`src/rtl/irq_bank_pkg.sv`:
```
package irq_bank_pkg;
  localparam int DW = 16;
  localparam int AW = 4;

  // implemented bit positions
  localparam logic [DW-1:0] STAT_LATCH_MASK = 16'h0E7E;
  localparam logic [DW-1:0] ENA_MASK        = 16'h0E7F;
  localparam logic [DW-1:0] OVF_MASK        = 16'h1FAE;

  typedef enum logic [AW-1:0] {
    A_STAT     = 4'd0,
    A_ENA      = 4'd1,
    A_OVF_STAT = 4'd2,
    A_OVF_ENA  = 4'd3
  } reg_addr_e;
endpackage

```
`src/rtl/sticky_bank.sv`:
```
module sticky_bank #(
  parameter int W = 16,
  parameter logic [W-1:0] MASK = '1
) (
  input  logic         clk,
  input  logic         rst,
  input  logic [W-1:0] set_i,
  input  logic         wr_i,
  input  logic [W-1:0] wdata_i,
  output logic [W-1:0] q_o
);
  for (genvar i = 0; i < W; i++) begin : g_bit
    if (MASK[i]) begin : g_lat
      logic r;
      always_ff @(posedge clk) begin
        if (rst)           r <= 1'b0;
        else if (set_i[i]) r <= 1'b1;
        else if (wr_i && !wdata_i[i]) r <= 1'b0;
      end
      assign q_o[i] = r;
    end else begin : g_zero
      assign q_o[i] = 1'b0;
    end
  end

  AST_SET_WINS: assert property (@(posedge clk) disable iff (rst)
    (|(set_i & MASK)) |=> ((q_o & $past(set_i & MASK)) == $past(set_i & MASK)));
  AST_ONE_NO_CLEAR: assert property (@(posedge clk) disable iff (rst)
    wr_i |=> (($past(q_o) & $past(wdata_i) & ~q_o) == '0));
  AST_NO_WRITE_KEEPS: assert property (@(posedge clk) disable iff (rst)
    !wr_i |=> ((q_o & $past(q_o)) == $past(q_o)));
endmodule

```
`src/rtl/mask_reg.sv`:
```
module mask_reg #(
  parameter int W = 16,
  parameter logic [W-1:0] MASK = '1
) (
  input  logic         clk,
  input  logic         rst,
  input  logic         wr_i,
  input  logic [W-1:0] wdata_i,
  output logic [W-1:0] q_o
);
  logic [W-1:0] r;
  always_ff @(posedge clk) begin
    if (rst)       r <= '0;
    else if (wr_i) r <= wdata_i & MASK;
  end
  assign q_o = r;

  AST_UNUSED_ZERO_REG: assert property (@(posedge clk) disable iff (rst)
    (q_o & ~MASK) == '0);
endmodule

```
`src/rtl/irq_link_bank.sv`:
```
module irq_link_bank
  import irq_bank_pkg::*;
(
  input  logic          clk,
  input  logic          rst,
  input  logic [AW-1:0] cpu_addr,
  input  logic          cpu_wr,
  input  logic [DW-1:0] cpu_wdata,
  input  logic          cpu_rd,
  output logic [DW-1:0] cpu_rdata,
  input  logic          ev_lcd_start,
  input  logic          ev_lcd_end,
  input  logic [6:0]    ev_misc,
  input  logic          ovf_fifo,
  input  logic [3:0]    ovf_in,
  input  logic [1:0]    ovf_tx,
  input  logic [2:0]    ovf_rx,
  output logic          irq_o
);
  logic [DW-1:0] stat_set, ovf_set;
  logic [DW-1:0] stat_q, ena_q, ovf_q, oen_q, stat_view;
  logic          wr_stat, wr_ena, wr_ovf, wr_oen, summary;
  logic [DW-1:0] rdata_q;
  logic          irq_q;

  always_comb begin
    stat_set      = '0;
    stat_set[1]   = ev_lcd_start;
    stat_set[6:2] = ev_misc[4:0];
    stat_set[9]   = ev_lcd_end;
    stat_set[10]  = ev_misc[5];
    stat_set[11]  = ev_misc[6];
    ovf_set       = '0;
    ovf_set[12]   = ovf_fifo;
    ovf_set[11:8] = ovf_in;
    ovf_set[7]    = ovf_tx[1];
    ovf_set[5]    = ovf_tx[0];
    ovf_set[3:1]  = ovf_rx;
  end

  assign wr_stat = cpu_wr && (cpu_addr == A_STAT);
  assign wr_ena  = cpu_wr && (cpu_addr == A_ENA);
  assign wr_ovf  = cpu_wr && (cpu_addr == A_OVF_STAT);
  assign wr_oen  = cpu_wr && (cpu_addr == A_OVF_ENA);

  sticky_bank #(.W(DW), .MASK(STAT_LATCH_MASK)) u_stat (
    .clk(clk), .rst(rst), .set_i(stat_set), .wr_i(wr_stat),
    .wdata_i(cpu_wdata), .q_o(stat_q));

  sticky_bank #(.W(DW), .MASK(OVF_MASK)) u_ovf (
    .clk(clk), .rst(rst), .set_i(ovf_set), .wr_i(wr_ovf),
    .wdata_i(cpu_wdata), .q_o(ovf_q));

  mask_reg #(.W(DW), .MASK(ENA_MASK)) u_ena (
    .clk(clk), .rst(rst), .wr_i(wr_ena), .wdata_i(cpu_wdata), .q_o(ena_q));

  mask_reg #(.W(DW), .MASK(OVF_MASK)) u_oen (
    .clk(clk), .rst(rst), .wr_i(wr_oen), .wdata_i(cpu_wdata), .q_o(oen_q));

  assign summary   = |(ovf_q & oen_q);
  assign stat_view = stat_q | {{(DW-1){1'b0}}, summary};

  always_ff @(posedge clk) begin
    if (rst) begin
      rdata_q <= '0;
      irq_q   <= 1'b0;
    end else begin
      irq_q <= |(stat_view & ena_q);
      if (cpu_rd) begin
        case (cpu_addr)
          A_STAT:     rdata_q <= stat_view;
          A_ENA:      rdata_q <= ena_q;
          A_OVF_STAT: rdata_q <= ovf_q;
          A_OVF_ENA:  rdata_q <= oen_q;
          default:    rdata_q <= '0;
        endcase
      end
    end
  end

  assign cpu_rdata = rdata_q;
  assign irq_o     = irq_q;

  AST_IRQ_NO_ENA: assert property (@(posedge clk) disable iff (rst)
    (ena_q == '0) |=> !irq_o);
  AST_RD_UNUSED_ZERO: assert property (@(posedge clk) disable iff (rst)
    (cpu_rd && cpu_addr == A_STAT) |=> (cpu_rdata[15:12] == '0 && cpu_rdata[8:7] == '0));
  AST_SUM_MASKED: assert property (@(posedge clk) disable iff (rst)
    (cpu_rd && cpu_addr == A_STAT && (ovf_q & oen_q) == '0) |=> !cpu_rdata[0]);
  AST_SUM_SET: assert property (@(posedge clk) disable iff (rst)
    (cpu_rd && cpu_addr == A_STAT && (ovf_q & oen_q) != '0) |=> cpu_rdata[0]);
endmodule

```
`config.mk`:
```
export PLATFORM = sky130hd
export DESIGN_NAME = irq_link_bank
export DESIGN_NICKNAME = d
export VERILOG_FILES = /design/src/rtl/irq_bank_pkg.sv /design/src/rtl/sticky_bank.sv /design/src/rtl/mask_reg.sv /design/src/rtl/irq_link_bank.sv
export SDC_FILE = /design/constraint.sdc
export NUM_CORES = 1
export LEC_CHECK = 0
export CORE_AREA = 2 2 107 57
export DETAILED_ROUTE_END_ITERATION = 8
export DIE_AREA = 0 0 109 59
export PLACE_DENSITY = 0.73
export SETUP_SLACK_MARGIN = 0.4
export SYNTH_ARGS = -nofsm -noshare
export SYNTH_HDL_FRONTEND = slang
export SYNTH_SLANG_ARGS = --single-unit
```
`constraint.sdc`:
```
create_clock -name clk -period 1.3 [get_ports clk]
set_input_delay 0.195 -clock clk [delete_from_list [all_inputs] [get_ports clk]]
set_output_delay 0.195 -clock clk [all_outputs]
set_load 0.05 [all_outputs]
```
After elaboration in Yosys (flattened, before gate mapping)
Cells that the tools add are included.
{"block": "totals", "wordCells": 125, "out_inout_bits": 17, "register_bits": 56, "in_bits": 43}
{"block": "classes", "bitwise": 3, "eq_ne": 3, "n_reduce_logical": 57, "muxes": 39}
{"operator": "13-bit case mux with 4 select lines", "n": 1}
{"operator": "1-bit two-way mux", "n": 38}
{"operator": "2-bit nonzero test", "n": 19}
{"operator": "16-bit OR reduction", "n": 2}
{"operator": "1-bit logical AND", "n": 23}
{"operator": "13-bit bitwise AND", "n": 1}
{"operator": "12-bit bitwise AND", "n": 1}
{"operator": "1-bit zero test", "n": 12}
{"operator": "12-bit by 1-bit bitwise OR with 12-bit output", "n": 1}
{"operator": "4-bit by 2-bit equality test with 1-bit output, second input constant", "n": 2}
{"operator": "4-bit by 1-bit equality test with 1-bit output, second input constant", "n": 1}
{"operator": "4-bit zero test", "n": 1}

Depth between registers and ports, before layout
{"block": "depth", "word_depth": 5, "mapped_depth": 5, "mapped_depth_nobuf": 4}

Cells and area by module
A second synthesis with hierarchy kept.
{"block": "unflattened", "cells_unflattened": 312, "area_unflattened_um2": 3150.5}
{"mod": "irq_link_bank", "cells_per_inst": 122, "instances": 1, "area_each_um2": 1204.9, "seq_area_each_um2": 340.3}
{"mod": "mask_reg", "cells_per_inst": 39, "instances": 2, "area_each_um2": 401.6, "seq_area_each_um2": 200.2}
{"mod": "sticky_bank at u_ovf", "cells_per_inst": 58, "instances": 1, "area_each_um2": 594.3, "seq_area_each_um2": 200.2}
{"mod": "sticky_bank at u_stat", "cells_per_inst": 54, "instances": 1, "area_each_um2": 548.0, "seq_area_each_um2": 180.2}

Worst setup path before layout
OpenSTA, ideal clock, no wires.
{"block": "synth_path", "path_kind": "input to register", "startpoint": "input cpu_addr[1]", "endpoint": "register u_stat.g_bit[11].g_lat.r", "path_slack_ns": 0.091, "n_path_buf": 0, "path_stages": 4, "setup_time_ns": 0.132, "t_arrival_ns": 1.077, "cell_sequence": "nor4_4 > nand2_1 > o21ai_0 > a21oi_1"}
{"block": "synth_via", "elab_chain_len": 4}
{"element": "from (decl)", "line": "irq_link_bank.sv:6", "source": "input logic [AW-1:0] cpu_addr,"}
{"element": "4-bit zero test", "line": "irq_link_bank.sv:41", "source": "assign wr_stat = cpu_wr && (cpu_addr == A_STAT);"}
{"element": "1-bit logical AND", "line": "irq_link_bank.sv:41"}
{"element": "1-bit logical AND", "line": "sticky_bank.sv:18", "source": "else if (wr_i && !wdata_i[i]) r <= 1'b0;"}
{"element": "2-bit nonzero test (no source line)"}
{"element": "to (signal assigned)", "line": "sticky_bank.sv:16", "source": "if (rst) r <= 1'b0;"}
{"element": "to (signal assigned)", "line": "sticky_bank.sv:17", "source": "else if (set_i[i]) r <= 1'b1;"}
{"element": "to (signal assigned)", "line": "sticky_bank.sv:18"}
{"element": "to (decl)", "line": "sticky_bank.sv:14", "source": "logic r;"}
No other way between the ends.
A chain may end at the register's enable or synchronous reset.

Worst setup path in the final report
{"block": "layout_path", "startpoint": "register u_ena.r[5], in the netlist u_ena.q_o[5]", "endpoint": "register irq_q, in the netlist irq_o"}
{"block": "layout_via", "elab_chain_len": 2}
{"element": "from (decl)", "line": "mask_reg.sv:11", "source": "logic [W-1:0] r;"}
{"element": "from (signal assigned)", "line": "mask_reg.sv:14", "source": "else if (wr_i) r <= wdata_i & MASK;"}
{"element": "12-bit bitwise AND", "line": "irq_link_bank.sv:68", "source": "irq_q <= |(stat_view & ena_q);"}
{"element": "16-bit OR reduction", "line": "irq_link_bank.sv:68"}
{"element": "to (signal assigned)", "line": "irq_link_bank.sv:68"}
{"element": "to (decl)", "line": "irq_link_bank.sv:24", "source": "logic irq_q;"}
No other way between the ends.

==> results <==
- The smallest setup slack after layout is -0.118 ns.
- The launch point of the worst reg-to-reg path is u_ena.q_o[5].
- The overflow left after global routing is 0.
- The tool flagged a number of max-cap violations equal to 0.
- The die area is 0.00643 sq mm.
- CTS saw 53 sinks.
- The kind of start point of the critical path is a register.
- Of all flip-flops after synthesis, the portion carrying an async set or reset was 0%.
- The hold buffer count at cts is 0.
- Setup violations remaining at the end of the flow were counted as 1.
- The total count of max-transition violations in the final report was 0.
- Summed over all cells, the static leakage comes to 1.54 nW.
- Counting instances, the worst hold path has a depth of 5.
- Setup repair after global routing could not meet its margin everywhere.
- The cell area after synthesis is 0.00230 sq mm.
- The root buffer cell chosen for the clock tree is sky130_fd_sc_hd__clkbuf_8.
- The min-delay analysis places its worst path in the category input pin to register.
- During synthesis, Yosys emitted a total of 0 warnings.
- The run finished, with violations left.
- The proportion of netlist area held by the largest area contributor is 46.2%.
- The share of cells above drive strength 1 is 56.7%.
- At the later pin of the worst-skew pair, clock insertion delay measures 0.32 ns.
- The highest attainable clock frequency is 0.705 GHz.
- The routed wirelength normalized by instance count is 25.3 microns.
- The clock buffer count from CTS is 5.
- The placer's final routability congestion estimate is 0.849.
- The number of DRC violations after detailed routing is 0.
- Data on the critical path is required at its endpoint by 1.50 ns.
- The commonest cells after synthesis are 53 x sky130_fd_sc_hd__dfxtp_1, 41 x sky130_fd_sc_hd__a21oi_1, 28 x sky130_fd_sc_hd__inv_1, 23 x sky130_fd_sc_hd__nand2_1, 22 x sky130_fd_sc_hd__nand3_1.
- The worst setup path is captured at a register.
- 60 I/O pins were placed.
- The number of cells on the worst reg-to-reg path is 4.
- The maximum clock skew at final layout is 0.00274 ns.
- The number of design-rule violations left by the first detailed-router iteration is 215.
- The level count of the clock H-tree is 2.
- Global routing used 28.0% of the available tracks across all layers.
- The deepest clock path buffer count is 2.
- The minimum clock period after layout is 1.42 ns.
- The average size of a mapped cell is 8.66 sq um.
- After floorplanning, the core was sized to cover 0.00540 sq mm.
- For the final routed database, the setup TNS stands at -0.118 ns.
- Yosys attributes the largest share of cell area to sky130_fd_sc_hd__dfxtp_1 46%, sky130_fd_sc_hd__a21oi_1 8.9%, sky130_fd_sc_hd__nand3_1 4.8%.
- The number of buffers added on ports is 53.
- The placed cell area is 0.00319 sq mm.
- The first-pass iteration count of the detailed router is 4.
- Dividing the final minimum period by the clock period gives 109%.
- The via count of the first global-routing pass was 2649.
- Sequential elements use 46.2% of the synthesized area.
- The TritonCTS clock tree is yes.
- sky130_fd_sc_hd__dfxtp_1 is the most common cell in the netlist.
- The post-layout net count is 405.
- Synthesis inferred 53 register bits.
- The initial antenna violation count came to 0.
- The cell taking the most area after synthesis is sky130_fd_sc_hd__dfxtp_1.
- The worst register-to-register path has a setup slack of -0.12 ns.
- The area growth from synthesis to layout is 90.6%.
- The end of the worst register-to-register path is irq_o.
- Once the floorplan was initialized, standard cells occupied 42.5% of the core.
- The checks that failed: negative setup slack.
- The worst-case hold path end point is cpu_rdata[0].
- Synthesis produced a netlist whose cell count is 265.
- The finished cells cover 0.00438 sq mm.
- The count of nets left with antenna violations after detail routing is 0.
- The final layout contains routed wiring with a total length of 11000 microns.
- The first global-routing pass estimated 13500 microns of wire.
- The dominant register cell in the synthesized netlist is sky130_fd_sc_hd__dfxtp_1.
- The count of final hold-check violations came to 0.
- The setup path with the least slack is of type register to register.
- The detailed-placement wirelength estimate is 4970 microns.
- The die span in x is 109 microns.
- The routed layout has 2725 vias.
- The launch point of the worst hold path is cpu_addr[0].
- From bottom edge to top edge, the die measures 59 microns.
- IR analysis of the VDD net gives a maximum drop of 0.675 mV.
- The number of synthesized flops with an enable pin is 0.
- Clock-pin slew was measured on the worst setup and hold paths at 0.10 ns.
- The via-per-instance ratio is 6.25.
- In this run the worst path has a maximum fanout of 3.
- The count of antenna diodes in the layout is 0.
- The power density over the cells is 825 mW/mm^2.
- The data arrival time at the worst-slack endpoint is 1.62 ns.
- The floorplan has 19 rows.
- The number of different library cells in the post-synthesis netlist is 31.
- The pin count of the biggest net entering global routing is 37.
## cell usage in the layout (no fill, tap or decap), drive strengths merged, types with 3 or more instances in the layout
| master | netlist | routed |
|---|---|---|
| a21oi | 41 | 41 |
| a221oi | 8 | 8 |
| a22o | 7 | 7 |
| a22oi | 12 | 12 |
| buf | 12 | 68 |
| clkbuf | 7 | 7 |
| clkdlybuf4s50 | 0 | 33 |
| conb | 1 | 3 |
| dfxtp | 53 | 53 |
| inv | 28 | 28 |
| nand2 | 26 | 30 |
| nand3 | 22 | 22 |
| nor2b | 3 | 3 |
| o21ai | 20 | 20 |
| o2bb2ai | 5 | 5 |
| o32ai | 7 | 7 |
## timing repair
| item | CTS | global route |
|---|---|---|
| buffers inserted | 14 | 7 |
| endpoints found under the setup margin | 67 | 67 |
| resized for setup | 135 | 84 |
| pin swaps | 44 | 44 |
| cloned | 7 | 0 |
## power breakdown
group / switching [mW] / total [mW] / internal [mW]
registers: 0.0838 / 1.76 / 1.67
clock network: 0.581 / 1.21 / 0.629
logic: 0.344 / 0.646 / 0.301
## worst max-delay path, stage by stage, from the launching register on
cell and delay, ns:
sky130_fd_sc_hd__dfxtp_1 0.36, sky130_fd_sc_hd__a222oi_1 0.40, sky130_fd_sc_hd__nand3_1 0.15, sky130_fd_sc_hd__a221oi_2 0.29, sky130_fd_sc_hd__a21oi_1 0.11
## stage by stage
| step | utilization [%] | instances | power [mW] | hold slack, ns | worst slack (ns) |
|---|---|---|---|---|---|
| 3_3_place_gp | 59.0 | 400 | 2.15 | 0.456 | -0.613 |
| 2_1_floorplan | - | 267 | 1.93 | 0.324 | 0.139 |
| 4_1_cts | 72.4 | 429 | 3.41 | 0.290 | 0.117 |
| 6_report | 81.1 | 436 | 3.61 | 0.328 | -0.118 |
| 5_1_grt | 81.1 | 436 | 3.71 | 0.343 | -0.187 |
| 3_5_place_dp | 59.0 | 400 | 2.16 | 0.462 | -0.666 |
## layout make-up
type | instances | area, sq um
multi-input cells | 171 | 1750
repair buffers | 103 | 1220
flip-flops and latches | 53 | 1090
fillers | 253 | 1020
inverters | 28 | 108
well taps | 73 | 91.3
clock buffers | 7 | 86.3
clock inverters | 1 | 30.0
## flip-flops by register name, summed over array words and instances (netlist names)
name and cells:
cpu_rdata 13, irq_o 1, u_ena.q_o 10, u_oen.q_o 10, u_ovf.g_bit.g_lat.r 10, u_stat.g_bit.g_lat.r 9
## how the worst max path moves through the flow
stage,endpoint,slack (ns),cells after the start,from
CTS,irq_o,0.12,4,u_ena.q_o[3]
global route,irq_o,-0.19,4,u_ena.q_o[5]
global placement,cpu_rdata[11],-0.61,6,cpu_addr[1]
detailed placement,cpu_rdata[11],-0.67,6,cpu_addr[1]
finish,irq_o,-0.12,4,u_ena.q_o[5]
floorplan,u_stat.g_bit[11].g_lat.r,0.14,4,cpu_addr[2]
## cells by family after synthesis
family | Yosys count | share of synthesized area (%)
buf+inv | 47 | 9.70
flops | 53 | 46.2
other cells | 1 | 0.163
compound gates | 103 | 28.7
simple gates | 61 | 15.3
## layer usage
metal	track usage (%)	wire length, microns	up-vias
met5	0	0	-
met4	7.69	476	0
met3	8.79	1040	49
met2	48.1	5100	207
met1	34.6	4430	1321
li1	-	-	1148
No activity file was read; power rests on OpenSTA's default activity.
